File: src/rtl/rdb_pkg.sv
package rdb_pkg;

  typedef enum logic [1:0] {
    OP_NOP    = 2'b00,
    OP_SETPTR = 2'b01,
    OP_FREAD  = 2'b10,
    OP_RSVD   = 2'b11
  } rdb_op_e;

  localparam logic [15:0] ERR_QUEUE_BUSY = 16'hFFFC;
  localparam int          FLAG_QE_BIT    = 4;
  localparam int          FLAG_ERR_BIT   = 7;
  localparam int          IRQ_ERR_BIT    = 7;

endpackage

File: src/rtl/rdb_decode.sv
module rdb_decode
  import rdb_pkg::*;
(
  input  logic       op_valid,
  input  logic [1:0] op_code,
  input  logic       queue_empty,
  output logic       set_ok,
  output logic       read_ok,
  output logic       reject
);

  logic is_set;
  logic is_read;

  always_comb begin
    is_set  = op_valid && (op_code == OP_SETPTR);
    is_read = op_valid && (op_code == OP_FREAD);
    set_ok  = is_set && queue_empty;
    read_ok = is_read && queue_empty;
    reject  = (is_set || is_read) && !queue_empty;
  end

endmodule

File: src/rtl/rdb_ptr.sv
module rdb_ptr #(
  parameter int PTR_W  = 14,
  parameter int DEPTH  = 16,
  parameter int ADDR_W = 4
) (
  input  logic              clk,
  input  logic              rst_n,
  input  logic              load_en,
  input  logic [PTR_W-1:0]  load_val,
  input  logic              inc_en,
  output logic [PTR_W-1:0]  ptr,
  output logic [ADDR_W-1:0] addr
);

  localparam logic [ADDR_W-1:0] LAST_ADDR = ADDR_W'(DEPTH - 1);

  logic [PTR_W-1:0]  ptr_q;
  logic [PTR_W-1:0]  ptr_d;
  logic [ADDR_W-1:0] addr_inc;
  logic              ptr_en;

  always_comb begin
    addr     = ptr_q[ADDR_W-1:0];
    addr_inc = (addr == LAST_ADDR) ? '0 : addr + 1'b1;
    ptr_en   = load_en || inc_en;
    if (load_en) begin
      ptr_d = load_val;
    end else begin
      ptr_d = {{(PTR_W-ADDR_W){1'b0}}, addr_inc};
    end
  end

  always_ff @(posedge clk or negedge rst_n) begin
    if (!rst_n) begin
      ptr_q <= '0;
    end else if (ptr_en) begin
      ptr_q <= ptr_d;
    end
  end

  assign ptr = ptr_q;

endmodule

File: src/rtl/rdb_ioregs.sv
module rdb_ioregs #(
  parameter int WORD_W    = 16,
  parameter int NUM_WORDS = 4,
  parameter int SEL_W     = 2
) (
  input  logic                        clk,
  input  logic                        rst_n,
  input  logic                        load_en,
  input  logic [WORD_W*NUM_WORDS-1:0] load_entry,
  input  logic                        host_wr,
  input  logic [SEL_W-1:0]            host_sel,
  input  logic [WORD_W-1:0]           host_data,
  output logic [WORD_W*NUM_WORDS-1:0] regs
);

  for (genvar gi = 0; gi < NUM_WORDS; gi++) begin : g_word
    logic [WORD_W-1:0] word_q;
    logic [WORD_W-1:0] word_d;
    logic              word_hit;
    logic              word_en;

    always_comb begin
      word_hit = host_wr && (host_sel == SEL_W'(gi));
      word_en  = load_en || word_hit;
      if (load_en) begin
        word_d = load_entry[gi*WORD_W +: WORD_W];
      end else begin
        word_d = host_data;
      end
    end

    always_ff @(posedge clk or negedge rst_n) begin
      if (!rst_n) begin
        word_q <= '0;
      end else if (word_en) begin
        word_q <= word_d;
      end
    end

    assign regs[gi*WORD_W +: WORD_W] = word_q;
  end

endmodule

File: src/rtl/rdb_status.sv
module rdb_status
  import rdb_pkg::*;
#(
  parameter int WORD_W = 16
) (
  input  logic              clk,
  input  logic              rst_n,
  input  logic              err_set,
  input  logic              queue_empty,
  input  logic              clr_en,
  input  logic [WORD_W-1:0] clr_data,
  input  logic              irq_en_wr,
  input  logic [WORD_W-1:0] irq_en_data,
  output logic [WORD_W-1:0] err_code,
  output logic [WORD_W-1:0] flags,
  output logic [WORD_W-1:0] irq_en,
  output logic              irq
);

  localparam logic [WORD_W-1:0] ERR_MASK = WORD_W'(1) << FLAG_ERR_BIT;

  logic [WORD_W-1:0] code_q;
  logic              err_q;
  logic              err_d;
  logic              err_clr;
  logic              err_en;
  logic [WORD_W-1:0] ien_q;

  always_comb begin
    err_clr = clr_en && (|(clr_data & ERR_MASK));
    err_en  = err_set || err_clr;
    err_d   = err_set;
  end

  always_ff @(posedge clk or negedge rst_n) begin
    if (!rst_n) begin
      code_q <= '0;
    end else if (err_set) begin
      code_q <= ERR_QUEUE_BUSY;
    end
  end

  always_ff @(posedge clk or negedge rst_n) begin
    if (!rst_n) begin
      err_q <= 1'b0;
    end else if (err_en) begin
      err_q <= err_d;
    end
  end

  always_ff @(posedge clk or negedge rst_n) begin
    if (!rst_n) begin
      ien_q <= '0;
    end else if (irq_en_wr) begin
      ien_q <= irq_en_data;
    end
  end

  always_comb begin
    flags               = '0;
    flags[FLAG_QE_BIT]  = queue_empty;
    flags[FLAG_ERR_BIT] = err_q;
    err_code            = code_q;
    irq_en              = ien_q;
    irq                 = err_q && ien_q[IRQ_ERR_BIT];
  end

endmodule

File: src/rtl/tbl_readback_port.sv
module tbl_readback_port #(
  parameter int DEPTH     = 16,
  parameter int PTR_W     = 14,
  parameter int WORD_W    = 16,
  parameter int NUM_WORDS = 4,
  localparam int ADDR_W   = $clog2(DEPTH),
  localparam int SEL_W    = $clog2(NUM_WORDS),
  localparam int ENTRY_W  = WORD_W * NUM_WORDS
) (
  input  logic               clk,
  input  logic               rst_n,
  input  logic               op_valid,
  input  logic [1:0]         op_code,
  input  logic               io_wr_en,
  input  logic [SEL_W-1:0]   io_wr_sel,
  input  logic [WORD_W-1:0]  io_wr_data,
  output logic [ENTRY_W-1:0] io_regs,
  input  logic               queue_empty,
  output logic [ADDR_W-1:0]  tbl_addr,
  input  logic [ENTRY_W-1:0] tbl_data,
  output logic [PTR_W-1:0]   rd_ptr,
  input  logic               flag_clr_en,
  input  logic [WORD_W-1:0]  flag_clr_data,
  output logic [WORD_W-1:0]  flags,
  output logic [WORD_W-1:0]  err_code,
  input  logic               irq_en_wr,
  input  logic [WORD_W-1:0]  irq_en_data,
  output logic [WORD_W-1:0]  irq_en,
  output logic               irq
);

  logic set_ok;
  logic read_ok;
  logic reject;

  rdb_decode u_decode (
    .op_valid    (op_valid),
    .op_code     (op_code),
    .queue_empty (queue_empty),
    .set_ok      (set_ok),
    .read_ok     (read_ok),
    .reject      (reject)
  );

  rdb_ptr #(
    .PTR_W  (PTR_W),
    .DEPTH  (DEPTH),
    .ADDR_W (ADDR_W)
  ) u_ptr (
    .clk      (clk),
    .rst_n    (rst_n),
    .load_en  (set_ok),
    .load_val (io_regs[PTR_W-1:0]),
    .inc_en   (read_ok),
    .ptr      (rd_ptr),
    .addr     (tbl_addr)
  );

  rdb_ioregs #(
    .WORD_W    (WORD_W),
    .NUM_WORDS (NUM_WORDS),
    .SEL_W     (SEL_W)
  ) u_ioregs (
    .clk        (clk),
    .rst_n      (rst_n),
    .load_en    (read_ok),
    .load_entry (tbl_data),
    .host_wr    (io_wr_en),
    .host_sel   (io_wr_sel),
    .host_data  (io_wr_data),
    .regs       (io_regs)
  );

  rdb_status #(
    .WORD_W (WORD_W)
  ) u_status (
    .clk         (clk),
    .rst_n       (rst_n),
    .err_set     (reject),
    .queue_empty (queue_empty),
    .clr_en      (flag_clr_en),
    .clr_data    (flag_clr_data),
    .irq_en_wr   (irq_en_wr),
    .irq_en_data (irq_en_data),
    .err_code    (err_code),
    .flags       (flags),
    .irq_en      (irq_en),
    .irq         (irq)
  );

endmodule

File: config.mk
export PLATFORM = sky130hd
export DESIGN_NAME = tbl_readback_port
export DESIGN_NICKNAME = d
export VERILOG_FILES = /design/src/rtl/rdb_pkg.sv /design/src/rtl/rdb_decode.sv /design/src/rtl/rdb_ptr.sv /design/src/rtl/rdb_ioregs.sv /design/src/rtl/rdb_status.sv /design/src/rtl/tbl_readback_port.sv
export SDC_FILE = /design/constraint.sdc
export NUM_CORES = 1
export LEC_CHECK = 0
export BUFFER_PORTS_ARGS = -buffer_cell sky130_fd_sc_hd__buf_2
export CAP_MARGIN = 20
export CORE_MARGIN = 3
export CORE_UTILIZATION = 40
export DETAILED_ROUTE_END_ITERATION = 6
export PLACE_DENSITY = 0.74
export SLEW_MARGIN = 25
export SYNTH_ARGS = -nofsm -noshare
export SYNTH_HDL_FRONTEND = slang
export SYNTH_HIERARCHICAL = 1
export SYNTH_SLANG_ARGS = --single-unit
File: constraint.sdc
create_clock -name clk -period 0.9 [get_ports clk]
set_input_delay 0.045 -clock clk [delete_from_list [all_inputs] [get_ports clk]]
set_output_delay 0.045 -clock clk [all_outputs]
set_load 0.01 [all_outputs]
==> impl_metrics.env, run 1 <==
export IMPL_power_density_nw_per_um2=1890
export IMPL_hold_depth=4
export IMPL_grt_total_usage_pct=22.8
export IMPL_clk_latency_ns=0.35
export IMPL_clockPowerShare_pct=25.0
export IMPL_critPathCaptureType="register"
export IMPL_swShare_pct=31.0
export IMPL_max_freq_ghz=0.929
export IMPL_drtAntennaViolNets=0
export IMPL_antenna_found_initial=2
export IMPL_finalMaxSlewViolations=0
export IMPL_critPathMaxFanout=7
export IMPL_clk_path_buf_depth=2
export IMPL_crit_top_cell="buf_6"
export IMPL_r2r_start="u_ptr/ptr[0]"
export IMPL_setup_viol=177
export IMPL_peakVddDrop_v=0.000842
export IMPL_p_leak_nw=4.16
export IMPL_worst_slack_ns=-0.177
export IMPL_ff2ff_path_depth=4
export IMPL_die_w_um=115
export IMPL_io_pins=254
export IMPL_grt_max_degree=29
export IMPL_hpwl_um=10800
export IMPL_violations="setup timing"
export IMPL_netlist_instances=421
export IMPL_grt_pass1_wl_um=23300
export IMPL_p_sw_mw=4.68
export IMPL_fin_cells=893
export IMPL_syn_area_um2=4780
export IMPL_grt_pass1_vias=4428
export IMPL_min_delay_start="tbl_data[42]"
export IMPL_clkTransAtPathRegs_ns=0.08
export IMPL_combPwrFrac_pct=36.7
export IMPL_crit_type="in2reg"
export IMPL_holdPathEnd="u_ioregs/g_word[2].word_q[10]"
export IMPL_critical_path_slowest_cell="a31oi_4"
export IMPL_slowest_delay_ns=0.30
export IMPL_gp_congestion=0.934
export IMPL_yosys_top_cells_area="dfrtp_1 50%, mux2_4 13%, nand2_1 9.3%"
export IMPL_drt_first_pass_iters=4
export IMPL_htreeDepth=3
export IMPL_hp_class="in2reg"
export IMPL_status="finished with violations"
export IMPL_hold_viol_final=0
export IMPL_dp_cells=776
export IMPL_synth_top_area_share_pct=50.2
export IMPL_avgSynthCellArea_um2=11.4
export IMPL_fin_worst_skew_ns=0.00628
export IMPL_vias_per_cell=4.85
export IMPL_grt_overflow=0
export IMPL_cts_tree="done"
export IMPL_layout_nets=868
export IMPL_cp_start_kind="primary input"
export IMPL_yosys_warnings=6
export IMPL_routed_wl_um=16000
export IMPL_yosys_area_top_type="dfrtp_1"
export IMPL_drc=0
export IMPL_worst_ep_required_time_ns=1.13
export IMPL_drv_cap=0
export IMPL_r2r_end="u_ptr/ptr[2]"
export IMPL_fillers=811
export IMPL_sequentialPowerShare_pct=38.3
export IMPL_ys_ff_latch=96
export IMPL_drtIter0Drc=215
export IMPL_utilization_pct=69.2
export IMPL_period_needed_ns=1.08
export IMPL_wl_per_cell_um=18.0
export IMPL_row_count=39
export IMPL_finalCritPeriodShare_pct=120
export IMPL_area_growth_pct=67.4
export IMPL_cts_inserted_buffers=9
export IMPL_path_cells="buf_6 -> nor3b_4 -> buf_12 -> buf_8 -> a31oi_4 -> buf_6 -> a21oi_2 -> a21o_1"
export IMPL_cts_sinks=96
export IMPL_ctsRootBufferMaster="clkbuf_16"
export IMPL_initial_utilization_pct=41.3
export IMPL_num_vias=4328
export IMPL_synth_cell_types=33
export IMPL_ff2ff_setup_slack_ns=-0.09
export IMPL_seq_area_frac_synth_pct=50.2
export IMPL_die_area_um2=13300
export IMPL_rsz0062_at_grt="true"
export IMPL_cp_data_arrival_time_ns=1.31
export IMPL_numPortBuffers=222
export IMPL_drive_gt1_share_pct=64.9
export IMPL_fp_dieH_um=115
export IMPL_core_area_um2=11600
export IMPL_intPower_mw=10.4
cell families after synthesis:
family	synth area share, %
other	0.0784
xor gates and xnor gates	0.366
adders and majority gates	0.262
AOI/OAI and AO/OA	8.51
and+or+nand+nor	13.0
buffers and inverters	9.08
DFF	50.2
muxes	18.4
timing repair:
| action | in CTS | in global routing |
|---|---|---|
| hold endpoints to repair | 113 | 0 |
| hold buffers | 19 | 0 |
| setup buffers | 56 | 20 |
| setup endpoints to repair | 192 | 188 |
| gates resized for setup | 131 | 48 |
| pin swaps | 9 | 7 |
| cloned | 5 | 0 |
through the flow:
| step | setup TNS (ns) | area, µm² | power [mW] | worst slack, ns | hold WS (ns) |
|---|---|---|---|---|---|
| finish | -14.53 | 8000 | 15.1 | -0.177 | 0.0316 |
| global route | -20.03 | 8000 | 15.8 | -0.217 | 0.0288 |
| CTS | -14.90 | 7650 | 14.6 | -0.175 | 0.0186 |
| detailed placement | -49.61 | 6080 | 9.47 | -0.784 | -0.0234 |
| global placement | -47.98 | 6080 | 9.30 | -0.751 | -0.0285 |
| floorplan | -25.67 | 4900 | 7.76 | -0.409 | -0.251 |
power groups by stage:
stage,Clock [mW],Combinational (mW),Sequential (mW)
6_report,3.77,5.53,5.79
5_1_grt,4.04,5.88,5.89
4_1_cts,3.86,5.03,5.74
3_5_place_dp,0,3.63,5.85
3_3_place_gp,0,3.51,5.79
2_1_floorplan,0,1.60,6.16
cells in the final DEF, fill, tap and decap left out, drive strengths merged:
cell	netlist	routed
a21oi	16	16
nor2	1	1
mux2	64	64
nor3b	3	3
nor2b	1	1
o311ai	2	2
a22o	10	10
o21ai	2	2
dlygate4sd3	0	19
mux2i	1	1
diode	0	1
buf	53	332
bufbuf	0	1
clkbuf	2	9
nand3	3	3
conb	1	16
a31oi	4	4
a21o	17	17
xor2	1	1
nand2b	17	17
dfrtp	96	96
xnor2	1	1
nand4	1	1
a22oi	1	1
nand2	118	118
clkinv	0	4
or2	1	1
and2	1	1
ha	1	1
inv	3	6
synth_stat cells:
library cell	n
a21o_1	17
a21oi_1	16
a22o_1	10
a22oi_1	1
a31oi_2	1
a31oi_4	3
and2_1	1
buf_12	1
buf_2	7
buf_4	39
buf_6	6
clkbuf_1	2
conb_1	1
dfrtp_1	96
ha_1	1
inv_1	1
inv_2	2
mux2_2	24
mux2_4	40
mux2i_1	1
nand2_1	118
nand2b_1	17
nand3_1	3
nand4_1	1
nor2_2	1
nor2b_1	1
nor3b_1	2
nor3b_2	1
o21ai_1	2
o311ai_1	2
or2_2	1
xnor2_1	1
xor2_1	1
worst max-delay path, delay by kind of cell:
family,cells,cell delay [ns]
AOI/OAI and AO/OA,3,0.50
buffers and inverters,4,0.58
and+or+nand+nor,1,0.16
worst max-delay path by stage:
| stage | startpoint | end | slack [ns] | cells past startpoint |
|---|---|---|---|---|
| global route | u_status/err_q | irq | -0.22 | 2 |
| CTS | u_ptr/ptr[0] | rd_ptr[0] | -0.17 | 2 |
| detailed placement | op_valid | u_ioregs/g_word[2].word_q[11] | -0.78 | 8 |
| floorplan | op_valid | u_ioregs/g_word[0].word_q[10] | -0.41 | 6 |
| global placement | op_valid | u_ioregs/g_word[0].word_q[4] | -0.75 | 8 |
| finish | op_code[1] | u_ioregs/g_word[3].word_q[5] | -0.18 | 8 |
layer usage:
metal / part of all wire [%] / GRT usage (%)
met5: 0.081 / 0
met4: 2.1 / 7.12
met3: 4.9 / 3.68
met2: 54 / 40.9
met1: 39 / 28.1
final cells by class:
type / count / area [µm²] / share of cell area [%]
inverter: 3 / 16.3 / 0.203
tap: 143 / 179 / 2.24
clock inverter: 7 / 73.8 / 0.923
sequential: 96 / 2410 / 30.1
multi-input combinational: 282 / 2400 / 30.0
timing repair buffer: 352 / 2700 / 33.7
clock buffer: 9 / 225 / 2.81
antenna: 1 / 2.50 / 0.0313
registers in the layout (all words and copies together) (netlist names):
name,cells
u_status/err_q,1
u_ptr/ptr,14
u_status/irq_en,16
u_ioregs/g_word.word_q,64
u_status/err_code,1
Note: power is estimated with default switching activity, not from simulation.
==> inputs of run 2 (changes only) <==
--- a/config.mk
+++ b/config.mk
@@ -6,13 +6,12 @@
 export NUM_CORES = 1
 export LEC_CHECK = 0
 export BUFFER_PORTS_ARGS = -buffer_cell sky130_fd_sc_hd__buf_2
-export CAP_MARGIN = 20
+export CAP_MARGIN = 25
 export CORE_MARGIN = 3
 export CORE_UTILIZATION = 40
 export DETAILED_ROUTE_END_ITERATION = 6
-export PLACE_DENSITY = 0.74
+export PLACE_DENSITY = 0.75
 export SLEW_MARGIN = 25
 export SYNTH_ARGS = -nofsm -noshare
 export SYNTH_HDL_FRONTEND = slang
-export SYNTH_HIERARCHICAL = 1
 export SYNTH_SLANG_ARGS = --single-unit
==> run 2 against run 1 <==
  * Utilization is 2.6 points higher
  * Wire length is 2.7% higher
  * Combinational power is 5.1% lower
  * Power is 2.2% higher
  * Via count is 4.9% higher
  * First-iteration DRC count is 11% higher
  * Cell area is 1.5% lower
  * Global-route usage is 0.84 points higher
  * Sequential share of layout area is 0.45 points higher
  * The flow still finishes with violations (setup timing)
  * Final cell count is 2.6% higher
==> impl_metrics.env, run 2 <==
export IMPL_wl_met1_um=6150
export IMPL_avgSynthCellArea_um2=11.1
export IMPL_ff2ff_setup_slack_ns=-0.44
export IMPL_yosys_top_cells_area="dfrtp_1 53%, mux2i_1 14%, o21ai_0 7.1%"
export IMPL_p_leak_nw=4.02
export IMPL_fin_worst_skew_ns=0.00600
export IMPL_rsz0062_at_grt="true"
export IMPL_r2r_end="u_ptr.ptr[3]"
export IMPL_largest_reg_flops=64
export IMPL_startpoint="u_ptr.ptr[0]"
export IMPL_ff2ff_path_depth=3
export IMPL_wl_per_cell_um=18.0
export IMPL_ctsRootBufferMaster="clkbuf_16"
export IMPL_syn_area_um2=4560
export IMPL_clkTransAtPathRegs_ns=0.07
export IMPL_final_common_cell="buf_2"
export IMPL_synth_cell_types=33
export IMPL_crit_end="u_ptr.ptr[3]"
export IMPL_cts_inserted_buffers=9
export IMPL_ys_async_sr_fraction_pct=100
export IMPL_drtAntennaViolNets=0
export IMPL_netlist_instances=410
export IMPL_drtIter0Drc=239
export IMPL_worst_ep_required_time_ns=1.13
export IMPL_crit_type="reg2reg"
export IMPL_routed_wl_um=16500
export IMPL_r2r_start="u_ptr.ptr[0]"
export IMPL_grt_overflow=0
export IMPL_setup_viol=102
export IMPL_drv_cap=0
export IMPL_route_met2_wl_um=8900
export IMPL_worst_slack_ns=-0.440
export IMPL_fp_dieH_um=113
export IMPL_cts_sinks=96
export IMPL_numPortBuffers=222
export IMPL_ys_flop_type="dfrtp_1"
export IMPL_finalMaxSlewViolations=0
export IMPL_antenna_found_initial=1
export IMPL_io_pins=254
export IMPL_hp_class="in2reg"
export IMPL_drc=0
export IMPL_core_area_um2=11000
export IMPL_layout_nets=892
export IMPL_clk_path_buf_depth=2
export IMPL_min_delay_start="io_wr_data[11]"
export IMPL_clk_latency_ns=0.34
export IMPL_placed_cell_area_um2=5850
export IMPL_hold_viol_final=0
export IMPL_synth_most_common_cell="dfrtp_1"
export IMPL_critPathMaxFanout=4
export IMPL_yosys_area_top_type="dfrtp_1"
export IMPL_area_growth_pct=72.9
export IMPL_synth_top_area_share_pct=52.7
export IMPL_status="finished with violations"
export IMPL_max_freq_ghz=0.746
export IMPL_grt_max_degree=62
export IMPL_critPathCaptureType="register"
export IMPL_final_setup_tns_ns=-6.56
export IMPL_layout_common_cells="173 x buf_2, 93 x dfrtp_1, 83 x dlygate4sd3_1"
export IMPL_grt_total_usage_pct=23.7
export IMPL_num_vias=4539
export IMPL_grt_pass1_wl_um=23900
export IMPL_cp_data_arrival_time_ns=1.57
export IMPL_cp_start_kind="register"
export IMPL_die_area_um2=12700
export IMPL_vias_per_cell=4.96
export IMPL_grt_pass1_vias=4797
export IMPL_drive_gt1_share_pct=46.1
export IMPL_period_needed_ns=1.34
export IMPL_die_w_um=113
export IMPL_cts_tree="done"
export IMPL_power_density_nw_per_um2=1960
export IMPL_wl_met3_um=929
export IMPL_peakVddDrop_v=0.00109
export IMPL_gp_congestion=0.851
export IMPL_violations="setup timing"
export IMPL_fin_area_um2=7880
export IMPL_finalCritPeriodShare_pct=149
export IMPL_initial_utilization_pct=41.5
export IMPL_dr_max_layer_used="met4"
export IMPL_seq_area_frac_synth_pct=52.7
export IMPL_hpwl_um=9550
export IMPL_netlist_top_cells_count="96 x dfrtp_1, 69 x nand2_1, 65 x o21ai_0, 64 x mux2i_1, 39 x buf_4"
export IMPL_hold_depth=3
export IMPL_row_count=38
export IMPL_htreeDepth=3
export IMPL_drt_first_pass_iters=4
export IMPL_largest_register="u_ioregs.g_word.word_q"
export IMPL_ys_ff_latch=96
export IMPL_yosys_warnings=0
export IMPL_synth_edf_count=0
## run 2: final cells by class
cell class,count,area (µm²)
fill,737,3100
timing repair buffer,393,3090
sequential,96,2410
multi-input combinational,266,1850
clock buffer,10,239
tap,140,175
clock inverter,6,114
inverter,2,7.51
antenna,3,7.51
## run 2: worst min path at each step
stage	to	slack (ns)
4_1_cts	u_ioregs.g_word[1].word_q[11]	0.04
3_5_place_dp	u_status.irq_en[0]	-0.08
5_1_grt	u_ioregs.g_word[2].word_q[13]	0.06
6_report	u_ioregs.g_word[1].word_q[11]	0.05
3_3_place_gp	u_status.irq_en[15]	-0.08
2_1_floorplan	u_ioregs.g_word[0].word_q[0]	-0.25
## run 2: per-layer routing
metal,vias to the layer above,GRT usage (%)
li1,2098,-
met1,2213,26.4
met2,186,43.7
met3,42,5.40
met4,0,8.81
met5,-,0
## run 2: worst max-delay path, cell delays in order, from the launching register on
cell and delay [ns]:
dfrtp_2 0.44, and4b_1 0.23, a311o_1 0.30, a32o_1 0.26
## run 2: logic make-up after synthesis
group                    synth area share (%)
AO/OA/AOI/OAI                            10.7
buffers and inverters                    9.63
other                                  0.0822
multiplexers                             18.0
AND/OR/NAND/NOR                          8.45
flip-flops                               52.7
XOR/XNOR                                0.192
adder cells (fa/ha/maj)                 0.274
## run 2: repair_timing
item                                   in CTS  in global routing
hold buffers                               83                  0
gates resized for setup                    38                 51
setup endpoints to repair                 115                129
pin swaps                                   2                  5
cloned                                      0                  1
setup buffers                              41                 15
endpoints found under the hold margin     177                  0
## run 2: power breakdown
| part | switching (mW) | leakage, nW | internal, mW |
|---|---|---|---|
| logic | 2.24 | 2.70 | 3.01 |
| registers | 0.569 | 1.16 | 5.14 |
| clock network | 1.67 | 0.165 | 2.80 |
## run 2: stage by stage
stage | hold WS [ns] | power, mW | util, % | setup WS (ns) | std cells
final | 0.0465 | 15.4 | 71.8 | -0.440 | 916
after global routing | 0.0647 | 16.1 | 71.7 | -0.483 | 914
after CTS | 0.0397 | 14.9 | 68.6 | -0.374 | 898
after detailed placement | -0.0787 | 9.19 | 53.3 | -0.377 | 758
after global placement | -0.0785 | 9.04 | 53.3 | -0.339 | 758
after floorplan | -0.251 | 7.44 | - | -0.365 | 425
==> inputs of run 3 (changes only) <==
--- a/config.mk
+++ b/config.mk
@@ -5,12 +5,13 @@
 export SDC_FILE = /design/constraint.sdc
 export NUM_CORES = 1
 export LEC_CHECK = 0
+export ABC_CLOCK_PERIOD_IN_PS = 1700
 export BUFFER_PORTS_ARGS = -buffer_cell sky130_fd_sc_hd__buf_2
 export CAP_MARGIN = 25
 export CORE_MARGIN = 3
 export CORE_UTILIZATION = 40
 export DETAILED_ROUTE_END_ITERATION = 6
-export PLACE_DENSITY = 0.75
+export PLACE_DENSITY = 0.72
 export SLEW_MARGIN = 25
 export SYNTH_ARGS = -nofsm -noshare
 export SYNTH_HDL_FRONTEND = slang
==> constraint.sdc (replaced) <==
create_clock -name clk -period 1.7 [get_ports clk]
set_input_delay 0.085 -clock clk [delete_from_list [all_inputs] [get_ports clk]]
set_output_delay 0.085 -clock clk [all_outputs]
set_load 0.01 [all_outputs]
==> run 3 against run 2 <==
  * The run now ends clean
  * Maximum frequency decreased by 7.4%
  * Cell area decreased by 14%
  * Via count decreased by 9.6%
  * Clock power decreased by 55%
  * Worst hold slack improved by 0.050 ns
  * Global-route usage decreased by 1.9 points
  * Clock skew about the same
  * Largest cell class is now sequential cells
  * Largest power group unchanged
  * Utilization decreased by 10 points
  * Final cell count decreased by 8.6%
  * Setup slack improved by 0.69 ns
  * Power decreased by 56%
  * Highest routed layer unchanged
==> impl_metrics.env, run 3 (synthesis gave the netlist of run 2 again) <==
export IMPL_p_total_mw=6.83
export IMPL_fin_worst_skew_ns=0.00607
export IMPL_intPower_mw=4.77
export IMPL_sequentialPowerShare_pct=44.2
export IMPL_numPortBuffers=222
export IMPL_critPathCaptureType="register"
export IMPL_cts_tree="done"
export IMPL_route_met2_wl_um=7310
export IMPL_critPathMaxFanout=7
export IMPL_grt_overflow=0
export IMPL_drtIter0Drc=257
export IMPL_area_growth_pct=48.1
export IMPL_cts_resized_gates=0
export IMPL_drc=0
export IMPL_cp_data_arrival_time_ns=1.68
export IMPL_wl_met1_um=5780
export IMPL_final_setup_tns_ns=0
export IMPL_grt_max_degree=44
export IMPL_cts_sinks=96
export IMPL_clockPowerShare_pct=29.7
export IMPL_hpwl_um=9510
export IMPL_clk_path_buf_depth=2
export IMPL_final_common_cell="buf_2"
export IMPL_initial_utilization_pct=41.5
export IMPL_largest_reg_flops=64
export IMPL_die_area_um2=12700
export IMPL_gp_congestion=0.824
export IMPL_vias_per_cell=4.90
export IMPL_ctsRootBufferMaster="clkbuf_16"
export IMPL_cts_setup_buffers=0
export IMPL_antenna_found_initial=0
export IMPL_combPwrFrac_pct=26.1
export IMPL_drtAntennaViolNets=0
export IMPL_worst_ep_required_time_ns=1.93
export IMPL_crit_type="reg2reg"
export IMPL_core_area_um2=11000
export IMPL_period_needed_ns=1.45
export IMPL_grt_pass1_wl_um=21900
export IMPL_cts_inserted_buffers=9
export IMPL_rsz0062_at_grt="false"
export IMPL_drv_cap=0
export IMPL_dr_max_layer_used="met4"
export IMPL_die_w_um=113
export IMPL_finalMaxSlewViolations=0
export IMPL_num_vias=4104
export IMPL_p_sw_mw=2.06
export IMPL_drive_gt1_share_pct=38.6
export IMPL_power_density_nw_per_um2=1010
export IMPL_wl_met3_um=665
export IMPL_drt_first_pass_iters=4
export IMPL_tightestPinTransition_ns=0.626
export IMPL_largest_register="u_ioregs.g_word.word_q"
export IMPL_layout_nets=816
export IMPL_grt_total_usage_pct=21.7
export IMPL_p_leak_nw=3.45
export IMPL_peakVddDrop_v=0.000628
export IMPL_setup_viol=0
export IMPL_max_slew_margin_rel_pct=58.2
export IMPL_cp_start_kind="register"
export IMPL_hp_class="in2reg"
export IMPL_clkTransAtPathRegs_ns=0.07
export IMPL_swShare_pct=30.2
export IMPL_routed_wl_um=14100
export IMPL_wl_per_cell_um=16.8
export IMPL_hold_viol_final=0
export IMPL_io_pins=254
export IMPL_grt_pass1_vias=4274
export IMPL_fillers=878
export IMPL_status="complete, no violations"
export IMPL_layout_common_cells="221 x buf_2, 96 x dfrtp_1, 83 x dlygate4sd3_1"
export IMPL_antenna_diode_count=0
export IMPL_htreeDepth=3
export IMPL_clk_latency_ns=0.34
export IMPL_fp_dieH_um=113
export IMPL_finalCritPeriodShare_pct=85.1
export IMPL_max_freq_ghz=0.691
export IMPL_row_count=38
==> run 3: timing repair <==
item	4_1_cts	5_1_grt
hold buffers	83	0
endpoints found under the hold margin	115	0
setup endpoints to repair	0	0
==> run 3: layer usage <==
metal | up-vias | global-route usage [%]
met5 | - | 0
met4 | 0 | 7.45
met3 | 26 | 4.06
met2 | 128 | 38.7
met1 | 2012 | 26.3
li1 | 1938 | -
==> run 3: through the flow <==
| stage | instances | area, µm² | hold WS [ns] | util (%) | setup WS (ns) |
|---|---|---|---|---|---|
| 3_5_place_dp | 738 | 5620 | 0.0901 | 51.2 | 0.260 |
| 4_1_cts | 837 | 6750 | 0.0846 | 61.5 | 0.257 |
| 2_1_floorplan | 425 | 4620 | -0.211 | - | 0.326 |
| 3_3_place_gp | 738 | 5620 | 0.0822 | 51.2 | 0.323 |
| 5_1_grt | 837 | 6750 | 0.107 | 61.5 | 0.168 |
| 6_report | 837 | 6750 | 0.0969 | 61.5 | 0.253 |
==> run 3: path summary, 6_finish.rpt <==
| path | startpoint | to | slack, ns | cells after the start |
|---|---|---|---|---|
| max | u_ptr.ptr[0] | u_ptr.ptr[3] | 0.25 | 4 |
| min | io_wr_data[15] | u_ioregs.g_word[0].word_q[15] | 0.1 | 3 |
| max reg2reg | u_ptr.ptr[0] | u_ptr.ptr[3] | 0.25 | 4 |
| min reg2reg | u_ptr.ptr[13] | u_ptr.ptr[13] | 0.51 | 1 |
| max in group asynchronous | rst_n | u_ioregs.g_word[0].word_q[11] | 0.72 | 3 |
| min in group asynchronous | rst_n | u_ioregs.g_word[2].word_q[15] | 0.29 | 2 |
==> run 3: layout make-up <==
| class | count | area, µm² | area share [%] |
|---|---|---|---|
| clock buffer | 11 | 243 | 3.59 |
| clock inverter | 5 | 56.3 | 0.834 |
| inverter | 2 | 7.51 | 0.111 |
| sequential | 96 | 2400 | 35.6 |
| multi-input combinational | 266 | 1780 | 26.4 |
| tap | 140 | 175 | 2.59 |
| timing repair buffer | 317 | 2080 | 30.9 |
==> run 3: critical path: stages, from the launching register on <==
cell,delay [ns]
dfrtp_1,0.46
ha_1,0.26
inv_1,0.06
a311o_1,0.30
a32o_1,0.26
==> run 3: power groups by stage <==
stage          registers, mW  logic, mW  clock network (mW)
3_5_place_dp            3.05       1.63                   0
5_1_grt                 3.08       1.95                2.14
4_1_cts                 3.01       1.78                2.09
3_3_place_gp            3.02       1.59                   0
6_report                3.02       1.78                2.03
2_1_floorplan           3.22      0.669                   0
